[src/rtl/txp_pkg.sv]
package txp_pkg;
  localparam int unsigned BYTE_W = 8;
  typedef logic [BYTE_W-1:0] byte_t;

  // number of valid bytes encoded modulo the lane count
  function automatic logic [1:0] fill_code(input logic [1:0] lane);
    return lane + 2'd1;
  endfunction
endpackage

[src/rtl/txp_desc_tracker.sv]
module txp_desc_tracker #(
  parameter int unsigned CNT_W = 16
) (
  input  logic             clk,
  input  logic             rst_n,
  input  logic             load_valid,
  input  logic [CNT_W-1:0] load_count,
  input  logic             load_last,
  input  logic             take,
  output logic             load_ready,
  output logic             busy,
  output logic             final_byte,
  output logic             last_q,
  output logic             done
);
  logic [CNT_W-1:0] remain_q;
  logic             load_fire;

  assign busy       = (remain_q != '0);
  assign load_ready = ~busy;
  assign load_fire  = load_valid & load_ready;
  assign final_byte = (remain_q == CNT_W'(1));
  assign done       = (load_fire & (load_count == '0)) | (take & final_byte);

  always_ff @(posedge clk) begin
    if (!rst_n) begin
      remain_q <= '0;
      last_q   <= 1'b0;
    end else if (load_fire) begin
      remain_q <= load_count;
      last_q   <= load_last;
    end else if (take) begin
      remain_q <= remain_q - CNT_W'(1);
    end
  end
endmodule

[src/rtl/txp_lane_packer.sv]
module txp_lane_packer
  import txp_pkg::*;
#(
  parameter int unsigned LANES  = 4,
  parameter int unsigned LANE_W = 2
) (
  input  logic                    clk,
  input  logic                    rst_n,
  input  logic                    take,
  input  byte_t                   byte_in,
  input  logic                    flush,
  output logic [LANES*BYTE_W-1:0] word,
  output logic [LANE_W-1:0]       lane,
  output logic                    top_lane,
  output logic                    emit
);
  byte_t             acc_q  [LANES];
  byte_t             merged [LANES];
  logic [LANE_W-1:0] lane_q;

  assign lane     = lane_q;
  assign top_lane = (lane_q == LANE_W'(LANES - 1));
  assign emit     = take & (top_lane | flush);

  for (genvar i = 0; i < LANES; i++) begin : g_lane
    assign merged[i] = (take && lane_q == LANE_W'(i)) ? byte_in : acc_q[i];
    assign word[i*BYTE_W +: BYTE_W] = merged[i];
  end

  always_ff @(posedge clk) begin
    if (!rst_n) begin
      lane_q <= '0;
      for (int i = 0; i < LANES; i++) acc_q[i] <= '0;
    end else if (take) begin
      if (emit) begin
        lane_q <= '0;
        for (int i = 0; i < LANES; i++) acc_q[i] <= '0;
      end else begin
        lane_q <= lane_q + LANE_W'(1);
        acc_q[lane_q] <= byte_in;
      end
    end
  end
endmodule

[src/rtl/tx_byte_packer.sv]
module tx_byte_packer
  import txp_pkg::*;
#(
  parameter int unsigned CNT_W = 16
) (
  input  logic             clk,
  input  logic             rst_n,
  input  logic             desc_valid,
  output logic             desc_ready,
  input  logic [CNT_W-1:0] desc_count,
  input  logic             desc_last,
  input  logic             byte_valid,
  output logic             byte_ready,
  input  logic [7:0]       byte_data,
  input  logic             fifo_full,
  output logic             fifo_wr,
  output logic [31:0]      fifo_data,
  output logic             fifo_eop,
  output logic [1:0]       fifo_nbytes,
  output logic             desc_done
);
  localparam int unsigned LANES  = 4;
  localparam int unsigned LANE_W = $clog2(LANES);

  logic              busy;
  logic              final_byte;
  logic              last_q;
  logic              take;
  logic              flush;
  logic              top_lane;
  logic [LANE_W-1:0] lane;

  assign byte_ready = busy & ~fifo_full;
  assign take       = byte_valid & byte_ready;
  assign flush      = final_byte & last_q;

  txp_desc_tracker #(.CNT_W(CNT_W)) u_desc (
    .clk        (clk),
    .rst_n      (rst_n),
    .load_valid (desc_valid),
    .load_count (desc_count),
    .load_last  (desc_last),
    .take       (take),
    .load_ready (desc_ready),
    .busy       (busy),
    .final_byte (final_byte),
    .last_q     (last_q),
    .done       (desc_done)
  );

  txp_lane_packer #(.LANES(LANES), .LANE_W(LANE_W)) u_pack (
    .clk      (clk),
    .rst_n    (rst_n),
    .take     (take),
    .byte_in  (byte_data),
    .flush    (flush),
    .word     (fifo_data),
    .lane     (lane),
    .top_lane (top_lane),
    .emit     (fifo_wr)
  );

  assign fifo_eop    = take & flush;
  assign fifo_nbytes = fill_code(lane);
endmodule

[config.mk]
export PLATFORM = sky130hd
export DESIGN_NAME = tx_byte_packer
export DESIGN_NICKNAME = d
export VERILOG_FILES = /design/src/rtl/txp_pkg.sv /design/src/rtl/txp_desc_tracker.sv /design/src/rtl/txp_lane_packer.sv /design/src/rtl/tx_byte_packer.sv
export SDC_FILE = /design/constraint.sdc
export NUM_CORES = 1
export LEC_CHECK = 0
export BUFFER_PORTS_ARGS = -buffer_cell sky130_fd_sc_hd__buf_2
export CAP_MARGIN = 20
export CORE_ASPECT_RATIO = 0.8
export CORE_UTILIZATION = 50
export DETAILED_ROUTE_END_ITERATION = 7
export PLACE_DENSITY = 0.84
export SLEW_MARGIN = 40
export SYNTH_ARGS = -nofsm -noshare
export SYNTH_HDL_FRONTEND = slang
export SYNTH_HIERARCHICAL = 1
export SYNTH_SLANG_ARGS = --single-unit
[constraint.sdc]
create_clock -name clk -period 8.49 [get_ports clk]
set_clock_uncertainty 0.2 [all_clocks]
set_input_delay 1.698 -clock clk [delete_from_list [all_inputs] [get_ports clk]]
set_output_delay 1.698 -clock clk [all_outputs]
set_load 0.01 [all_outputs]
# After elaboration in Yosys (flattened, before gate mapping)
# Memory sizes are Yosys's and may differ from the RTL's.
# Cells that the tools add are included.
dict set report classes {
  n_div 0
  magnitude_cmp 0
  eq_ne 4
  reduce_logical 9
  n_shift 0
  addsub 2
  muxes 23
  n_mul 0
  bitwise 16
}
# op n
set ops {}
lappend ops {{2-to-1 mux 8 bit} 9}
lappend ops {{2-to-1 mux 16 bit} 2}
lappend ops {{== test 16 x 1 -> 1 bit, second input constant} 1}
lappend ops {{zero test 16 bit} 1}
lappend ops {{nonzero test 16 bit} 1}
lappend ops {{subtractor 16 x 1 -> 16 bit, second input constant} 1}
lappend ops {{2-to-1 mux 1 bit} 10}
lappend ops {{AND 1 bit} 8}
lappend ops {{OR reduction 8 bit} 1}
lappend ops {{bitwise OR 1 bit} 6}
lappend ops {{== test 2 bit, second input constant} 2}
lappend ops {{logical AND 1 bit} 4}
lappend ops {{2-to-1 mux 2 bit} 2}
lappend ops {{adder 2 x 1 -> 2 bit, second input constant} 1}
lappend ops {{== test 2 x 1 -> 1 bit, second input constant} 1}
lappend ops {{zero test 2 bit} 1}
lappend ops {{inverter 1 bit} 2}
lappend ops {{nonzero test 2 bit} 1}
dict set report word_totals {
  romBits 0
  output_inout_bits 39
  latch_bits 0
  memories 1
  register_bits 19
  ram_bits 32
}
# name words width read_ports rd_clocked_by_memory_dff write_ports line_no
set memory_table {}
lappend memory_table {u_pack.acc_q 4 8 4 0 4 txp_lane_packer.sv:17} ;# byte_t acc_q [LANES];

# Longest topological paths before layout
# Gate-level depths: netlist of the first run.
dict set report depth {
  depth_word 10
  mapped_depth 11
  depth_no_buf 9
}

# By module
# The synthesis of the first run kept the hierarchy.
# mod area_each_um2 n_inst cells_per_inst
set by_module_without_submodules {}
lappend by_module_without_submodules {txp_lane_packer 1855.5 1 130}
lappend by_module_without_submodules {txp_desc_tracker 1131.1 1 125}
lappend by_module_without_submodules {tx_byte_packer 42.5 1 6}

# Worst setup path before layout of the first run
# Ideal clock, no wire load.
dict set report synth_path {
  path_type {input to output}
  from {input port fifo_full}
  to {output port fifo_data[5]}
  path_slack_ns 3.949
  path_stages 5
  n_path_buf 2
  required_ns 6.592
  t_arrival_ns 2.643
  path_cell_list {and3b_1 > buf_6 > and2_1 > buf_2 > mux2_4}
}
dict set report synth_via {
  elab_chain_cells 5
}
# element line_no
set synth_rtl {}
lappend synth_rtl {{start, declared} tx_byte_packer.sv:15} ;# input logic fifo_full,
lappend synth_rtl {{inverter 1 bit} tx_byte_packer.sv:33} ;# assign byte_ready = busy & ~fifo_full;
lappend synth_rtl {{AND 1 bit} tx_byte_packer.sv:33}
lappend synth_rtl {{AND 1 bit} tx_byte_packer.sv:34} ;# assign take = byte_valid & byte_ready;
lappend synth_rtl {{logical AND 1 bit} txp_lane_packer.sv:26} ;# assign merged[i] = (take && lane_q == LANE_W'(i)) ? byte_in : acc_q[i];
lappend synth_rtl {{2-to-1 mux 8 bit} txp_lane_packer.sv:26}
lappend synth_rtl {{end, declared} tx_byte_packer.sv:17} ;# output logic [31:0] fifo_data,
# No other way between the ends.

# Worst setup path after layout of the first run
dict set report layout_path {
  from {input port fifo_full}
  to {output port fifo_data[5]}
}
dict set report layout_via {
  elab_chain_cells 5
}
# element line_no
set layout_rtl {}
lappend layout_rtl {{inverter 1 bit} tx_byte_packer.sv:33}
lappend layout_rtl {{AND 1 bit} tx_byte_packer.sv:33}
lappend layout_rtl {{AND 1 bit} tx_byte_packer.sv:34}
lappend layout_rtl {{via take} tx_byte_packer.sv:28} ;# logic take;
lappend layout_rtl {{logical AND 1 bit} txp_lane_packer.sv:26}
lappend layout_rtl {{2-to-1 mux 8 bit} txp_lane_packer.sv:26}
# The timed path passes the listed nets, and every way through them passes these cells.

==> flow_summary_export.csv, run 1 <==
group,metric,value,unit
floorplanning,die-area,0.00638,sq mm
place,dp.cells,398,
setup_path,arrival,3.21,ns
clock_tree,ctsLongestPathBuffers,2,
clock_tree,h-tree-depth,2,
timing,finalCritPeriodShare,60.2,%
pwr,power_frac_clock,14.4,%
finish,n_antenna_cell,0,
worst_hold_path,min_path_cells,2,
worst_hold_path,hold_start,"u_desc/last_q",
floorplanning,die_w,89.0,microns
timing,grt_setup_unrepaired,"no",
pwr,seqPwrFrac,39.0,%
pwr,p_leak,1.49,nW
clock_tree,cts_setup_buffers,0,
grt,grtUsageTotal,20.0,%
clock_tree,cts.clk_slew.worst_paths,0.08,ns
finish,drive_gt1_share,38.1,%
outcome,status,"complete, no violations",
route,detailedRoute.firstPassIterationCount,4,
timing,drv_slew,0,
timing,relSlewSlack,55.0,%
setup_path,path_class,"input pin to output pin",
pwr,combPwrFrac,46.6,%
timing,setup_tns,0,ns
floorplanning,die_h,71.6,microns
synth,synth-seq-cells,51,
setup_path,cp.required,6.59,ns
floorplanning,core-area,0.00565,sq mm
worst_hold_path,hold_path_class,"register to register",
setup_path,end_kind,"output pin",
route,final_antenna_net_count,0,
setup_path,crit_path_max_fanout,25,
synth,synth_edf_count,32,
route,via_per_inst,5.50,
floorplanning,rows,24,
synth,yosys_warnings,6,
setup_path,r2r_end,"u_desc/remain_q[15]",
clock_tree,clk-insertion-delay-late,0.29,ns
timing,setup_viol,0,
route,wl_per_cell,15.6,microns
synth,syn_inst,261,
grt,grt_overflow,0,
timing,layout_setup_ws,3.38,ns
finish,syn_to_final_growth,13.9,%
grt,grt_pass1_wl,9690,microns
setup_path,crit_buf_inv,2,
place,place_hpwl,4640,microns
clock_tree,cts_root_buffer,"clkbuf_8",
setup_path,reg2reg_slack,5.21,ns
synth,seq_area_frac_synth,44.3,%
timing,final_hold_viol_count,0,
finish,fin_util,61.1,%
pwr,power.internal,0.555,mW
clock_tree,numCtsBuffers,5,
flow_run,drv_cap,0,
route,totalWireLength,6330,microns
setup_path,rr_worst_depth,9,
worst_hold_path,hold_path_end,"u_desc/last_q",
setup_path,slowest_stage,"and3b_2",
synth,synth_largest_area_cell,"edfxtp_1",
setup_path,start_kind,"input pin",
setup_path,cpMostUsedCell,"buf_2",
place,portBuffers,68,
pwr,ir_drop,0.176,mV
synth,synth_cell_type_count,52,
clock_tree,ctsResizeCount,0,
place,pre_cts_ws,3.08,ns
timing,fin_crit,5.11,ns
synth,synth_area_leaders,"edfxtp_1 32%, dfxtp_1 13%, mux2_2 9.7%",
grt,antenna_found_initial,0,
grt,grt_max_degree,26,
synth,synthTopCellsByCount,"32 x edfxtp_1, 26 x mux2_2, 23 x and3_1, 19 x dfxtp_1",
route,drt_iter0_drc,129,
setup_path,crit_chain,"buf_2 > and3b_2 > and2_1 > mux2_4 > buf_2",
synth,synth_top_area_share,31.7,%
synth,synth_ff_type,"edfxtp_1",
synth,synth_most_common_cell,"edfxtp_1",
pwr,switching_share,40.5,%
place,globalplace.congestion,0.782,
timing,worst_slew_pin_slew,0.673,ns
clock_tree,cts_tree,"done",
synth,synthesis.area,0.00303,sq mm
pwr,power.switching,0.379,mW
finish,instances_no_fill,406,
setup_path,cpPeakStageDelay,0.54,ns
grt,grt_pass1_vias,2007,
pwr,p_per_area,271,mW/mm^2
synth,syn_area_per_cell,11.6,sq um
route,routed-via-count,2233,
floorplanning,start_util,53.7,%
timing,timing.fmax,196,MHz
floorplanning,io_pins,69,
synth,synthArstFlopShare,0,%
route,drcViolationCount,0,
clock_tree,cts.sinks,51,
clock_tree,cts_hold_buf,0,
setup_path,cp_top_family,"simple AND/OR/NAND/NOR gates",
finish,nNetsFinal,363,
setup_path,reg2reg_from,"u_desc/remain_q[6]",
## state kept, by name, summed over array words and instances (netlist names)
name             flops
u_desc/last_q        1
u_desc/remain_q     16
u_pack/acc_q        32
u_pack/lane          2
## how the worst max path moves through the flow
stage / from / end / depth (start not counted)
floorplan: fifo_full / fifo_data[5] / 5
global placement: fifo_full / fifo_data[19] / 5
detailed placement: fifo_full / fifo_data[21] / 5
CTS: fifo_full / fifo_data[21] / 5
global route: fifo_full / fifo_data[5] / 5
finish: fifo_full / fifo_data[5] / 5
## worst register-to-register path, delay by kind of cell (launching register included)
kind                   cells  cell delay (ns)
DFF                        1             0.48
buffers and inverters      1             0.05
AOI/OAI and AO/OA          2             0.36
and+or+nand+nor            6             2.12
## cells in the final DEF, fill, tap and decap left out, drive strengths merged, types with 3 or more instances in the layout
cell	Yosys	layout
dfxtp	19	19
buf	15	68
xor2	9	9
mux2	32	32
nor2	5	5
nor3	12	12
ha	6	6
nand4	3	3
and3	24	24
nor4	9	9
a21oi	11	11
nand2	12	12
a211oi	7	7
o31ai	12	12
edfxtp	32	32
xnor2	6	6
and2	7	7
o21a	3	3
conb	1	8
inv	8	8
nand3	5	5
clkbuf	1	7
## routing by layer
metal	vias to the layer above	global-route usage, %	share of wire (%)	wire length [microns]
met3	2	3.23	4.2	266
met1	1065	30.4	49	3100
met4	0	6.00	0.63	40
met5	-	0	0	0
li1	1106	-	-	-
met2	60	29.4	46	2920
## final cells by class
| cell class | count | area, sq um |
|---|---|---|
| Multi-Input combinational cell | 193 | 1560 |
| Inverter | 8 | 30.0 |
| Sequential cell | 51 | 1340 |
| Fill cell | 497 | 2200 |
| Timing Repair Buffer | 68 | 340 |
| Tap cell | 78 | 97.6 |
| Clock buffer | 7 | 76.3 |
| Clock inverter | 1 | 7.51 |
## cells by family (layout without fill, tap and decap cells)
group	Yosys count	count (layout)	share of synthesized area, %
compound gates	37	37	8.34
other cells	1	8	0.124
fa+ha+maj	6	6	2.48
mux	32	32	12.6
buf+inv	24	84	5.25
simple gates	95	95	22.6
xor+xnor	15	15	4.34
flops	51	51	44.3
## power by group through the flow
stage          clock network [mW]  logic (mW)  registers [mW]
2_1_floorplan                   0       0.365           0.352
3_3_place_gp                    0       0.420           0.367
3_5_place_dp                    0       0.430           0.370
4_1_cts                     0.138       0.434           0.364
5_1_grt                     0.147       0.472           0.370
6_report                    0.134       0.435           0.364
## per-stage QoR
stage          instance area (sq um)  hold slack [ns]  total power, mW
2_1_floorplan                   3060            0.250            0.717
3_3_place_gp                    3360            0.274            0.787
3_5_place_dp                    3360            0.275            0.800
4_1_cts                         3450            0.287            0.936
5_1_grt                         3450            0.293            0.989
6_report                        3450            0.283            0.934
No activity file was read; power rests on OpenSTA's default activity.
==> inputs of run 2 (changes only) <==
Clock period 8.49 ns to 4.8 ns, I/O delays scaled along.
==> run 2 against run 1 <==
Net effect:
- wire length grew 4.7%
- largest power group unchanged
- first-iteration DRC count grew 18%
- sequential power increased by 78%
- register-to-register slack got worse by 3.9 ns
- critical endpoint is now fifo_data[22]
==> flow_summary_export.csv, run 2 (synthesis results as in run 1) <==
group,metric,value,unit
clock_tree,cts.sinks,51,
grt,grt_pass1_wl,10800,microns
timing,drv_slew,0,
setup_path,arrival,3.02,ns
clock_tree,cts.clk_slew.worst_paths,0.09,ns
setup_path,rr_worst_depth,10,
clock_tree,cts_tree,"done",
clock_tree,numCtsBuffers,5,
floorplanning,core-area,0.00565,sq mm
route,drcViolationCount,0,
route,final_antenna_net_count,0,
finish,largest_reg_flops,32,
pwr,p_per_area,480,mW/mm^2
clock_tree,h-tree-depth,2,
clock_tree,cts_setup_buffers,0,
worst_hold_path,hold_path_end,"u_desc/last_q",
floorplanning,io_pins,69,
route,drt_iter0_drc,152,
floorplanning,die-area,0.00638,sq mm
timing,relSlewSlack,52.7,%
setup_path,start_kind,"register",
timing,setup_viol,0,
clock_tree,cts_root_buffer,"clkbuf_8",
finish,multi_input_area,0.00156,sq mm
place,portBuffers,68,
finish,drive_gt1_share,38.3,%
setup_path,r2r_end,"u_desc/remain_q[15]",
grt,grt_max_degree,22,
pwr,power.switching,0.676,mW
finish,mostFrequentLayoutCells,"68 x buf_2, 32 x edfxtp_1, 26 x mux2_2",
setup_path,reg2reg_from,"u_desc/remain_q[6]",
pwr,seqPwrFrac,39.0,%
timing,final_hold_viol_count,0,
grt,grt_pass1_vias,2132,
route,routed-via-count,2275,
worst_hold_path,hold_path_class,"register to register",
grt,antenna_found_initial,0,
timing,worst_slew_pin_slew,0.709,ns
route,wl_per_cell,16.3,microns
timing,grt_setup_unrepaired,"no",
finish,syn_to_final_growth,14.1,%
grt,grtUsageTotal,22.4,%
finish,nFillCells,499,
route,detailedRoute.firstPassIterationCount,5,
clock_tree,ctsLongestPathBuffers,2,
pwr,ir_drop,0.247,mV
worst_hold_path,hold_start,"u_desc/last_q",
pwr,power.internal,0.983,mW
finish,final_common_cell,"buf_2",
floorplanning,die_h,71.6,microns
floorplanning,start_util,53.7,%
clock_tree,cts_hold_buf,0,
flow_run,drv_cap,0,
timing,setup_tns,0,ns
pwr,switching_share,40.8,%
pwr,combPwrFrac,46.3,%
finish,n_antenna_cell,0,
pwr,power_frac_clock,14.7,%
timing,fin_hold_ws,0.295,ns
pwr,p_leak,1.50,nW
grt,grt_overflow,0,
worst_hold_path,min_path_cells,2,
timing,fin_crit,4.18,ns
setup_path,path_class,"register to output pin",
setup_path,end_kind,"output pin",
outcome,status,"complete, no violations",
place,place_hpwl,4830,microns
timing,finalCritPeriodShare,87.0,%
finish,nNetsFinal,364,
floorplanning,rows,24,
setup_path,cp.required,3.64,ns
route,totalWireLength,6620,microns
clock_tree,clk-insertion-delay-late,0.30,ns
clock_tree,ctsResizeCount,0,
setup_path,reg2reg_slack,1.27,ns
finish,regArea,0.00134,sq mm
route,via_per_inst,5.59,
floorplanning,die_w,89.0,microns
setup_path,crit_path_max_fanout,15,
timing,timing.fmax,239,MHz
finish,top_register,"u_pack/acc_q",
place,globalplace.congestion,0.899,
run 2: worst max-delay path by stage:
stage / startpoint / to
floorplan: u_desc/remain_q[4] / fifo_data[5]
global placement: u_desc/remain_q[4] / fifo_data[19]
detailed placement: u_desc/remain_q[4] / fifo_data[22]
CTS: u_desc/remain_q[4] / fifo_data[22]
global route: u_desc/remain_q[4] / fifo_data[22]
finish: u_desc/remain_q[4] / fifo_data[22]
run 2: final cells by class:
| class | count | area share (%) |
|---|---|---|
| clock buffers | 6 | 2.10 |
| clock inverters | 2 | 0.362 |
| inverters | 8 | 0.869 |
| multi-input cells | 193 | 45.0 |
| flip-flops and latches | 51 | 38.8 |
| well taps | 78 | 2.82 |
| repair buffers | 69 | 10.1 |
run 2: critical path, stage by stage, from the launching register on:
cell and delay [ns]:
dfxtp_1 0.38, nor4_4 0.52, and4b_4 0.37, and3_1 0.21, inv_2 0.04, and3b_1 0.35, nand2_1 0.33, mux2_2 0.38
buf_2 0.14
run 2: per-stage QoR:
step | utilization (%) | total power [mW] | instances | cell area (sq um) | worst slack, ns
floorplan | - | 1.27 | 268 | 3060 | 1.33
global placement | 59.7 | 1.39 | 399 | 3370 | 1.10
detailed placement | 59.7 | 1.41 | 399 | 3370 | 0.975
CTS | 61.2 | 1.65 | 407 | 3460 | 0.635
global route | 61.2 | 1.78 | 407 | 3460 | 0.431
finish | 61.2 | 1.66 | 407 | 3460 | 0.624
run 2: power by group through the flow:
stage / registers, mW / logic, mW / clock network (mW)
2_1_floorplan: 0.622 / 0.645 / 0
3_3_place_gp: 0.648 / 0.739 / 0
3_5_place_dp: 0.654 / 0.760 / 0
4_1_cts: 0.644 / 0.764 / 0.245
5_1_grt: 0.660 / 0.854 / 0.268
6_report: 0.647 / 0.767 / 0.244
run 2: layer usage:
metal | routed length (microns) | track usage (%)
met5 | 0 | 0
met4 | 106 | 7.05
met3 | 330 | 4.26
met2 | 2950 | 33.2
met1 | 3240 | 33.2
==> inputs of run 3 (changes only) <==
Settings changed: ABC_AREA set to 1, BUFFER_PORTS_ARGS -buffer_cell sky130_fd_sc_hd__buf_2 to unset, DONT_BUFFER_PORTS set to 1, PLACE_DENSITY 0.84 to 0.74, SLEW_MARGIN 40 to unset.
==> run 3 against run 2 <==
Net effect:
- clock power up 21%
- synthesized cell count up 52%
- core utilization down 7.0 points
- critical path depth up 1
- wire length up 4.1%
- largest power group unchanged
==> flow_summary_export.csv, run 3 <==
group,metric,value,unit
clock_tree,cts.clk_slew.worst_paths,0.09,ns
synth,synth-seq-cells,51,
floorplanning,io_pins,69,
worst_hold_path,hold_path_class,"register to register",
synth,synth_largest_area_cell,"edfxtp_1",
synth,seq_area_frac_synth,43.8,%
route,routed-via-count,2524,
grt,antenna_found_initial,0,
grt,grtUsageMet1,32.8,%
route,final_antenna_net_count,0,
setup_path,cp.required,3.64,ns
outcome,status,"complete, no violations",
grt,grt_overflow,0,
timing,fin_crit,3.98,ns
finish,final_common_cell,"nand2_1",
finish,largest_reg_flops,32,
clock_tree,cts_setup_buffers,0,
setup_path,crit_path_max_fanout,17,
finish,nNetsFinal,435,
synth,syn_area_per_cell,7.73,sq um
synth,synth_area_leaders,"edfxtp_1 31%, dfxtp_1 12%, nand2_1 11%",
grt,grt.met3_usage,6.94,%
grt,grt.busiest_layer,"met1",
floorplanning,die_w,89.5,microns
timing,grt_setup_unrepaired,"no",
synth,synth_top_area_share,31.4,%
finish,final_area,0.00320,sq mm
floorplanning,start_util,51.8,%
timing,worst_slew_pin_slew,0.774,ns
synth,synthArstFlopShare,0,%
place,globalplace.congestion,0.957,
synth,synthTopCellsByCount,"93 x nand2_1, 67 x nor2_1, 40 x inv_1, 38 x o21ai_0, 35 x nand3_1",
clock_tree,numCtsBuffers,5,
clock_tree,cts.sinks,51,
finish,top_register,"u_pack/acc_q",
synth,yosys_warnings,6,
finish,syn_to_final_growth,4.62,%
timing,setup_tns,0,ns
synth,synthesis.area,0.00306,sq mm
route,drcViolationCount,0,
grt,met2_usage,32.1,%
setup_path,cpPeakStageDelay,0.58,ns
floorplanning,rows,25,
finish,nFillCells,563,
grt,grt_max_degree,20,
clock_tree,cts_hold_buf,0,
timing,relSlewSlack,48.4,%
setup_path,start_kind,"register",
clock_tree,cts_root_buffer,"clkbuf_8",
setup_path,crit_chain,"inv_1 > ha_1 > nand2_4 > nor2_8 > nand2_2 > nand3_2 > inv_1 > nand2_4 > o21ai_0",
timing,setup_viol,0,
timing,layout_setup_ws,0.821,ns
grt,grtUsageTotal,22.7,%
setup_path,end_kind,"output pin",
clock_tree,cts_tree,"done",
timing,final_hold_viol_count,0,
clock_tree,ctsLongestPathBuffers,2,
clock_tree,ctsResizeCount,0,
finish,mostFrequentLayoutCells,"93 x nand2_1, 67 x nor2_1, 40 x inv_1",
clock_tree,clk-insertion-delay-late,0.30,ns
synth,syn_inst,396,
floorplanning,die-area,0.00644,sq mm
route,via_per_inst,5.25,
finish,n_antenna_cell,0,
route,drt_iter0_drc,196,
setup_path,slowest_stage,"inv_1",
clock_tree,h-tree-depth,2,
floorplanning,core-area,0.00591,sq mm
timing,timing.fmax,251,MHz
pwr,p_leak,1.50,nW
place,pre_cts_ws,1.16,ns
synth,synth_cell_type_count,30,
grt,grt_pass1_wl,11200,microns
setup_path,arrival,2.82,ns
synth,synth_edf_count,32,
setup_path,path_class,"register to output pin",
pwr,ir_drop,0.425,mV
timing,drv_slew,0,
place,placed_area,0.00309,sq mm
route,totalWireLength,6890,microns
finish,drive_gt1_share,7.50,%
place,place_hpwl,5030,microns
route,detailedRoute.firstPassIterationCount,4,
synth,synth_ff_type,"edfxtp_1",
timing,finalCritPeriodShare,82.9,%
place,portBuffers,0,
setup_path,reg2reg_slack,1.50,ns
route,wl_per_cell,14.3,microns
grt,grt_pass1_vias,2353,
floorplanning,die_h,72.0,microns
pwr,p_per_area,562,mW/mm^2
synth,synth_most_common_cell,"nand2_1",
flow_run,drv_cap,0,
## run 3: cell type report
type	instances	area [sq um]	share of cell area [%]
clock inverter	2	37.5	1.17
clock buffer	6	72.6	2.26
multi-input combinational	298	1490	46.5
tap	81	101	3.16
sequential	51	1340	41.9
inverter	43	163	5.08
## run 3: metrics by stage
step | hold WS [ns] | util [%] | std cells | power, mW
3_5_place_dp | 0.261 | 52.3 | 473 | 1.50
6_report | 0.274 | 54.2 | 481 | 1.80
2_1_floorplan | 0.244 | - | 403 | 1.37
4_1_cts | 0.276 | 54.2 | 481 | 1.80
3_3_place_gp | 0.262 | 52.3 | 473 | 1.48
5_1_grt | 0.328 | 54.2 | 481 | 1.95
## run 3: per-layer routing
layer / share of wire, % / vias to the layer above
met5: 0 / -
met4: 1.3 / 0
met3: 9.2 / 13
met2: 43 / 85
met1: 46 / 1146
li1: - / 1280
## run 3: where the power goes
group | internal, mW | total (mW) | switching (mW)
logic | 0.285 | 0.905 | 0.621
clock network | 0.156 | 0.296 | 0.140
registers | 0.540 | 0.600 | 0.0602
## run 3: path summary, 6_finish.rpt
path,start,endpoint,depth (start not counted)
hold reg to reg,u_desc/last_q,u_desc/last_q,2
hold / removal,u_desc/last_q,u_desc/last_q,2
setup reg to reg,u_desc/remain_q[0],u_desc/remain_q[1],14
setup / recovery,u_desc/remain_q[0],fifo_data[18],9
## run 3: worst max-delay path, delay by kind of cell (launching register included)
family                     cells  cell delay, ns
and+or+nand+nor                5            0.66
adders and majority gates      1            0.27
AOI/OAI and AO/OA              1            0.46
DFF                            1            0.42
buffers and inverters          2            0.69
## run 3: cell families (layout without fill, tap and decap cells)
group | after synthesis | count (layout) | synth area share [%]
xor gates and xnor gates | 7 | 7 | 2.00
AOI/OAI and AO/OA | 48 | 48 | 7.84
and+or+nand+nor | 229 | 229 | 35.3
buffers and inverters | 54 | 51 | 8.46
other | 1 | 8 | 0.122
adders and majority gates | 6 | 6 | 2.45
DFF | 51 | 51 | 43.8
